--- src/rtl/pciTgtSeqPkg.sv ---
package pciTgtSeqPkg;
  typedef enum logic [1:0] {
    ORD_LINEAR = 2'b00,
    ORD_RSV1   = 2'b01,
    ORD_WRAP   = 2'b10,
    ORD_RSV3   = 2'b11
  } burstOrder_t;

  typedef enum logic [1:0] {
    ST_IDLE,
    ST_DATA,
    ST_DRAIN,
    ST_BUSY
  } tgtState_t;

  typedef struct packed {
    logic capture;
    logic advance;
  } tgtStrobe_t;
endpackage

--- src/rtl/pciTgtSeqPath.sv ---
module pciTgtSeqPath
  import pciTgtSeqPkg::*;
#(
  parameter int ADDR_W = 32,
  parameter int LINE_WORDS = 4,
  parameter logic [ADDR_W-1:0] REG_BASE = 32'h0000_1000,
  parameter logic [ADDR_W-1:0] REG_MASK = 32'hFFFF_FF00,
  parameter logic [ADDR_W-1:0] WIN_BASE = 32'h0010_0000,
  parameter logic [ADDR_W-1:0] WIN_MASK = 32'hFFF0_0000
) (
  input  logic              clk,
  input  logic              rstN,
  input  logic [ADDR_W-1:0] adIn,
  input  tgtStrobe_t        strobes,
  output logic              addrHit,
  output logic              singleOnly,
  output logic [ADDR_W-1:0] phaseAddr
);
  localparam int LINE_BITS = $clog2(LINE_WORDS);
  localparam int IDX_LO = 2;
  localparam int IDX_HI = LINE_BITS + 1;

  logic [ADDR_W-1:0] curAddr;
  burstOrder_t       curOrder;
  logic              curRegion;
  logic              regHit;
  logic              winHit;
  logic [ADDR_W-1:0] nextAddr;
  logic [LINE_BITS-1:0] nextIdx;

  always_comb begin
    regHit  = (adIn & REG_MASK) == REG_BASE;
    winHit  = (adIn & WIN_MASK) == WIN_BASE;
    addrHit = regHit | winHit;
  end

  always_comb begin
    nextIdx = curAddr[IDX_HI:IDX_LO] + 1'b1;
    nextAddr = curAddr + ADDR_W'(4);
    if (curOrder == ORD_WRAP) begin
      nextAddr = curAddr;
      nextAddr[IDX_HI:IDX_LO] = nextIdx;
    end
  end

  always_ff @(posedge clk) begin
    if (!rstN) begin
      curAddr   <= '0;
      curOrder  <= ORD_LINEAR;
      curRegion <= 1'b0;
    end else if (strobes.capture) begin
      curAddr   <= {adIn[ADDR_W-1:2], 2'b00};
      curOrder  <= burstOrder_t'(adIn[1:0]);
      curRegion <= regHit;
    end else if (strobes.advance) begin
      curAddr <= nextAddr;
    end
  end

  assign singleOnly = curRegion | (curOrder == ORD_RSV1) | (curOrder == ORD_RSV3);
  assign phaseAddr  = curAddr;


  linear_step_chk: assert property (@(posedge clk) disable iff (!rstN)
    (strobes.advance && !strobes.capture && curOrder == ORD_LINEAR)
      |=> phaseAddr == $past(phaseAddr) + ADDR_W'(4));


  wrap_in_line_chk: assert property (@(posedge clk) disable iff (!rstN)
    (strobes.advance && !strobes.capture && curOrder == ORD_WRAP)
      |=> phaseAddr[ADDR_W-1:IDX_HI+1] == $past(phaseAddr[ADDR_W-1:IDX_HI+1]));


  hold_addr_chk: assert property (@(posedge clk) disable iff (!rstN)
    (!strobes.advance && !strobes.capture) |=> $stable(phaseAddr));


  first_aligned_chk: assert property (@(posedge clk) disable iff (!rstN)
    strobes.capture |=> phaseAddr[1:0] == 2'b00);
endmodule

--- src/rtl/pciTgtSeqCtrl.sv ---
module pciTgtSeqCtrl
  import pciTgtSeqPkg::*;
(
  input  logic       clk,
  input  logic       rstN,
  input  logic       frameN,
  input  logic       irdyN,
  input  logic       localReady,
  input  logic       addrHit,
  input  logic       singleOnly,
  output tgtStrobe_t strobes,
  output logic       trdyN,
  output logic       devselN,
  output logic       stopN
);
  tgtState_t state;
  tgtState_t stateNext;
  logic      phaseDone;

  assign phaseDone = (state == ST_DATA) && !irdyN && localReady;

  always_comb begin
    stateNext       = state;
    strobes.capture = 1'b0;
    strobes.advance = 1'b0;
    unique case (state)
      ST_IDLE: begin
        if (!frameN) begin
          strobes.capture = 1'b1;
          stateNext = addrHit ? ST_DATA : ST_BUSY;
        end
      end
      ST_DATA: begin
        if (phaseDone) begin
          strobes.advance = 1'b1;
          if (frameN)          stateNext = ST_IDLE;
          else if (singleOnly) stateNext = ST_DRAIN;
        end
      end
      ST_DRAIN: begin
        if (frameN) stateNext = ST_IDLE;
      end
      ST_BUSY: begin
        if (frameN && irdyN) stateNext = ST_IDLE;
      end
      default: stateNext = ST_IDLE;
    endcase
  end

  always_ff @(posedge clk) begin
    if (!rstN) state <= ST_IDLE;
    else       state <= stateNext;
  end

  assign devselN = !((state == ST_DATA) || (state == ST_DRAIN));
  assign trdyN   = !((state == ST_DATA) && localReady);
  assign stopN   = !(((state == ST_DATA) && singleOnly) || (state == ST_DRAIN));


  devsel_after_addr_chk: assert property (@(posedge clk) disable iff (!rstN)
    $fell(devselN) |-> $past(!frameN));


  trdy_with_devsel_chk: assert property (@(posedge clk) disable iff (!rstN)
    !trdyN |-> !devselN);


  stop_no_more_data_chk: assert property (@(posedge clk) disable iff (!rstN)
    (!irdyN && !trdyN && !stopN && !frameN) |=> (trdyN && !stopN && !devselN));


  release_after_last_chk: assert property (@(posedge clk) disable iff (!rstN)
    (!irdyN && !trdyN && frameN) |=> (trdyN && devselN && stopN));
endmodule

--- src/rtl/pciTgtSeq.sv ---
module pciTgtSeq
  import pciTgtSeqPkg::*;
#(
  parameter int ADDR_W = 32,
  parameter int LINE_WORDS = 4,
  parameter logic [ADDR_W-1:0] REG_BASE = 32'h0000_1000,
  parameter logic [ADDR_W-1:0] REG_MASK = 32'hFFFF_FF00,
  parameter logic [ADDR_W-1:0] WIN_BASE = 32'h0010_0000,
  parameter logic [ADDR_W-1:0] WIN_MASK = 32'hFFF0_0000
) (
  input  logic              clk,
  input  logic              rstN,
  input  logic              frameN,
  input  logic              irdyN,
  input  logic [ADDR_W-1:0] adIn,
  input  logic              localReady,
  output logic              trdyN,
  output logic              devselN,
  output logic              stopN,
  output logic [ADDR_W-1:0] phaseAddr
);
  tgtStrobe_t strobes;
  logic       addrHit;
  logic       singleOnly;

  pciTgtSeqCtrl u_ctrl (
    .clk(clk), .rstN(rstN), .frameN(frameN), .irdyN(irdyN),
    .localReady(localReady), .addrHit(addrHit), .singleOnly(singleOnly),
    .strobes(strobes), .trdyN(trdyN), .devselN(devselN), .stopN(stopN)
  );

  pciTgtSeqPath #(
    .ADDR_W(ADDR_W), .LINE_WORDS(LINE_WORDS),
    .REG_BASE(REG_BASE), .REG_MASK(REG_MASK),
    .WIN_BASE(WIN_BASE), .WIN_MASK(WIN_MASK)
  ) u_path (
    .clk(clk), .rstN(rstN), .adIn(adIn), .strobes(strobes),
    .addrHit(addrHit), .singleOnly(singleOnly), .phaseAddr(phaseAddr)
  );


  reset_quiet_chk: assert property (@(posedge clk)
    !rstN |=> (trdyN && devselN && stopN));
endmodule

--- config.mk ---
export PLATFORM = sky130hd
export DESIGN_NAME = pciTgtSeq
export DESIGN_NICKNAME = d
export VERILOG_FILES = /design/src/rtl/pciTgtSeqPkg.sv /design/src/rtl/pciTgtSeqPath.sv /design/src/rtl/pciTgtSeqCtrl.sv /design/src/rtl/pciTgtSeq.sv
export SDC_FILE = /design/constraint.sdc
export NUM_CORES = 1
export LEC_CHECK = 0
export CAP_MARGIN = 20
export CORE_ASPECT_RATIO = 1.4
export CORE_MARGIN = 5
export CORE_UTILIZATION = 50
export DETAILED_ROUTE_END_ITERATION = 12
export GPL_ROUTABILITY_DRIVEN = 0
export PLACE_DENSITY = 0.85
export SYNTH_ARGS = -nofsm -noshare
export SYNTH_HDL_FRONTEND = slang
export SYNTH_SLANG_ARGS = --single-unit
--- constraint.sdc ---
create_clock -name clk -period 4.8 [get_ports clk]
set_clock_uncertainty 0.1 [all_clocks]
set_input_delay 0.48 -clock clk [delete_from_list [all_inputs] [get_ports clk]]
set_output_delay 0.48 -clock clk [all_outputs]
set_load 0.01 [all_outputs]
Word-level counts from Yosys, hierarchy flattened --
Index checks and enable logic that the tools add are counted.
Operators by class: $add $sub $neg 2, equal/unequal tests 14, multiplexer cells 15, bitwise logic cells 5, reduce and logical (&&, ||, !) cells 17
Operator list (count):
- $mux 32 | 3
- $add 32x3->32 const B | 1
- $eq 24x5->1 const B | 1
- $mux 2 | 7
- $eq 12x1->1 const B | 1
- $eq 2x2->1 const B | 4
- $pmux 2 s4 | 1
- $ne 2x2->1 const B | 3
- $logic_and 1x1->1 | 5
- $reduce_and 5->1 | 1
- $eq 2x1->1 const B | 2
- $logic_not 1->1 | 4
- $mux 1 | 4
- $ne 2x1->1 const B | 2
- $reduce_and 2->1 | 2
- $ne 3x2->1 const B | 1
- $or 1x1->1 | 3
- $add 2x1->2 const B | 1
- $logic_not 2->1 | 1
- $logic_or 1x1->1 | 2
- $not 1->1 | 2
- $reduce_bool 2->1 | 1
- $reduce_or 2->1 | 1
Storage, ports and cells: flip-flop bits (word level) 37, output and inout bits 35

Depth between registers and ports, before layout --
depth in word-level cells 7, mapped depth 8, depth with buffers taken out 7

Modules after synthesis --
Synthesis repeated with hierarchy kept, for this count alone.
Unflattened totals: cells, all modules 289, area, all modules 2272.2 µm²
By module, submodules not included:
- pciTgtSeqPath | times used 1, cells an instance 261, area an instance 2065.7 µm², sequential area each 660.6 µm²
- pciTgtSeqCtrl | times used 1, cells an instance 28, area an instance 206.4 µm², sequential area each 40.0 µm²

Least setup slack after synthesis --
No wires, ideal clock.
path kind register to register, start register u_ctrl.state[1], end register u_path.curAddr[25] (netlist: u_path.phaseAddr[25]), library setup time 134 ps, data arrival time 1778 ps, setup slack 2788 ps, stages on the path, launching flop included 9, path buffers 1, cells stage by stage dfxtp_1 > inv_1 > ha_1 > and3b_1 > buf_4 > nand2_2 > or4_4 > nand4_1 > o311ai_2
On the way: word-level cells in the longest chain between the ends 7, elaborated cells on any way between the ends 11, those cells by class 2 x eq/ne; 4 x mux; 5 x reduce/logical
RTL lines:
- start: declaration | RTL line pciTgtSeqCtrl.sv:16 | tgtState_t state;
- start signal: assignment | RTL line pciTgtSeqCtrl.sv:52 | else state <= stateNext;
- $eq 2x1->1 | RTL line pciTgtSeqCtrl.sv:20, pciTgtSeqCtrl.sv:26
- $logic_and 1x1->1 (2 in a row) | RTL line pciTgtSeqCtrl.sv:20 | assign phaseDone = (state == ST_DATA) && !irdyN && localReady;
- $mux 1 | RTL line pciTgtSeqCtrl.sv:34 | if (phaseDone) begin
- $mux 1 | RTL line pciTgtSeqCtrl.sv:26 | unique case (state)
- $reduce_bool 2->1 (no source line)
- $reduce_and 2->1 (no source line)
- end signal: assignment | RTL line pciTgtSeqPath.sv:52 | curAddr <= {adIn[ADDR_W-1:2], 2'b00};
- end signal: assignment | RTL line pciTgtSeqPath.sv:56 | curAddr <= nextAddr;
- end: declaration | RTL line pciTgtSeqPath.sv:23 | logic [ADDR_W-1:0] curAddr;
Parallel ways exist; a longest one is shown, timed or not. A chain may end at the register's enable or synchronous reset.

Worst setup path after layout --
start input rstN, end register u_path.curAddr[15] (netlist: u_path.phaseAddr[15])
RTL lines:
- start: declaration | RTL line pciTgtSeq.sv:12 | input logic rstN,
No word-level cell between the ends.

==> impl_metrics.toml <==
[timing]
max_freq_mhz = 374
worst_slack_ns = 2.12
grt_setup_unrepaired = "false"
slew_violations = 0
finalSetupViolCount = 0
hold_viol = 0
worstMarginPinSlew_ns = 0.925
setup_tns_ns = 0
period_minus_slack_ns = 2.68
min_period_over_period = 0.558
max-slew-margin-rel = 0.381

[logic_synthesis]
syn_area_per_cell_sq_um = 7.76
yosys.area.top_type = "dfxtp_1"
synthTopCellsByCount = "dfxtp_1 (35), nand2_1 (30), a21oi_1 (26), nor2_1 (24), nand3_1 (19)"
synth.most_common_cell = "dfxtp_1"
synth_area_sq_um = 2290
synth_flop_cell = "dfxtp_1"
synthDistinctLibCells = 58
ys_async_sr_fraction = 0
synth_edf_count = 0
synth.area.top_cells = "dfxtp_1 (31%), a21oi_1 (5.7%), nand2_1 (4.9%)"
synth_top_area_frac = 0.306
ys_seq_elements = 35
ys.warnings.count = 0
ys_seq_area_frac = 0.306
netlist_instances = 295

[clocking]
clk_latency_ns = 0.29
cts.sinks = 35
clkSlewWorstSetupHoldPaths_ns = 0.07
clock_tree.buffer_depth = 2
cts_resized = 0
cts-buffers-inserted = 5
cts_setup_buffers = 0
tritoncts = "yes"
hold_buffers = 0
cts_root_buf = "clkbuf_8"
h-tree-depth = 2

[placement]
port_buffers = 69
dp.cells = 410
post-place-ws_ns = 1.91
dp_hpwl_microns = 5420
dpl_cell_area_sq_um = 2980

[detailed_routing]
wirelength_microns = 7420
wl_per_cell_microns = 17.7
vias_per_cell = 6.19
vias = 2589
wirelength_met1_microns = 2710
dr_wl_met2_microns = 3940
wl_met3_microns = 531
first_iter_violations = 238
drc = 0
ant_nets = 0
highest_layer = "met4"
drt_pass1_iterations = 5

[status]
status = "complete, no violations"

[layout]
area_growth_pct = 33.6
num_antenna_cells = 0
layout-drive-gt1-share = 0.0478
final_nets = 398
fin_cells = 418
final_area_sq_um = 3060

[die]
num_rows = 29
dieArea_sq_um = 6050
die_y_microns = 90.1
io_pins = 72
fp.dieW_microns = 67.2
core-area_sq_um = 4500
initial_core_util = 0.509

[worst_setup_path]
required_ns = 4.90
cpPeakStageDelay_ns = 1.07
critPathSlowestCell = "clkdlybuf4s50_1"
criticalPathCategory = "in -> reg"
cp-start-kind = "input pin"
crit_arrival_ns = 2.77
critPathTopFamily = "buffers and inverters"
path_max_fanout = 26
path_buf_inv = 2
end_kind = "flip-flop"
cp_cell_sequence = "clkdlybuf4s50_1 -> clkinv_1 -> o32ai_1"

[global_route]
grt_max_degree = 29
grt_pass1_wl_microns = 12200
antenna_found_initial = 0
grt_pass1_vias = 2564
grt_usage = 0.255
grt.overflow.total = 0

[flow_run]
max_cap_viol_count = 0

[worst_hold_path]
hold_class = "reg -> reg"

[pwr]
p_per_area_nw_per_um2 = 420
vdd_drop_max_v = 0.000290
p_leak_nw = 1.09
-- area by class of cell --
cell class	instances	area (sq um)
inverter	6	22.5
sequential	35	701
multi-input combinational	236	1470
tap	62	77.6
clock inverter	1	5.00
clock buffer	7	76.3
timing repair buffer	71	706
fill	408	1440
-- layer usage --
layer  vias up  global-route usage
li1       1228                   -
met1      1205               0.295
met2       132               0.442
met3        24              0.0511
met4         0               0.105
met5         -                   0
-- final timing paths --
kind | endpoint | from | cells past startpoint | slack [ns]
hold reg to reg | u_path.curOrder[1] | u_path.curOrder[1] | 2 | 0.38
hold / removal | u_path.curOrder[1] | u_path.curOrder[1] | 2 | 0.38
setup reg to reg | u_path.phaseAddr[16] | u_ctrl.state[0] | 7 | 2.33
setup / recovery | u_path.phaseAddr[15] | rstN | 3 | 2.12
-- stage by stage --
| stage | hold slack [ns] | power (mW) | utilization |
|---|---|---|---|
| after floorplan | 0.345 | 0.799 | - |
| after global placement | 0.354 | 1.06 | 0.662 |
| after detailed placement | 0.370 | 1.07 | 0.662 |
| after CTS | 0.379 | 1.28 | 0.680 |
| after global routing | 0.423 | 1.37 | 0.680 |
| final | 0.385 | 1.28 | 0.680 |
-- logic make-up after synthesis --
| group | count (synthesis) | synth area share |
|---|---|---|
| simple gates | 140 | 0.338 |
| compound gates | 72 | 0.204 |
| flops | 35 | 0.306 |
| buf+inv | 25 | 0.0530 |
| xor+xnor | 10 | 0.0382 |
| fa+ha+maj | 6 | 0.0328 |
| mux | 6 | 0.0262 |
| other cells | 1 | 0.00164 |
-- sequential cells by signal (all words and copies together) (netlist names) --
name and cells:
u_path.phaseAddr 30, u_path.curRegion 1, u_path.curOrder 2, u_ctrl.state 2
-- where the power goes --
part / switching (mW) / internal (mW)
registers: 0.113 / 0.365
clock network: 0.106 / 0.102
logic: 0.307 / 0.292
total: 0.526 / 0.759
-- placed cells by master (no fill, tap or decap), types with 12 or more instances in the layout --
master,n
a21oi_1,26
clkdlybuf4s50_1,69
dfxtp_1,35
nand2_1,30
nand3_1,19
nand4_1,17
nor2_1,24
nor4_1,12
o21ai_0,12
-- tightest hold or removal path, stage by stage (launching register included) --
cell,delay [ns]
dfxtp_1,0.32
nand2_1,0.06
a21oi_1,0.06
Note: power is estimated with default switching activity, not from simulation.
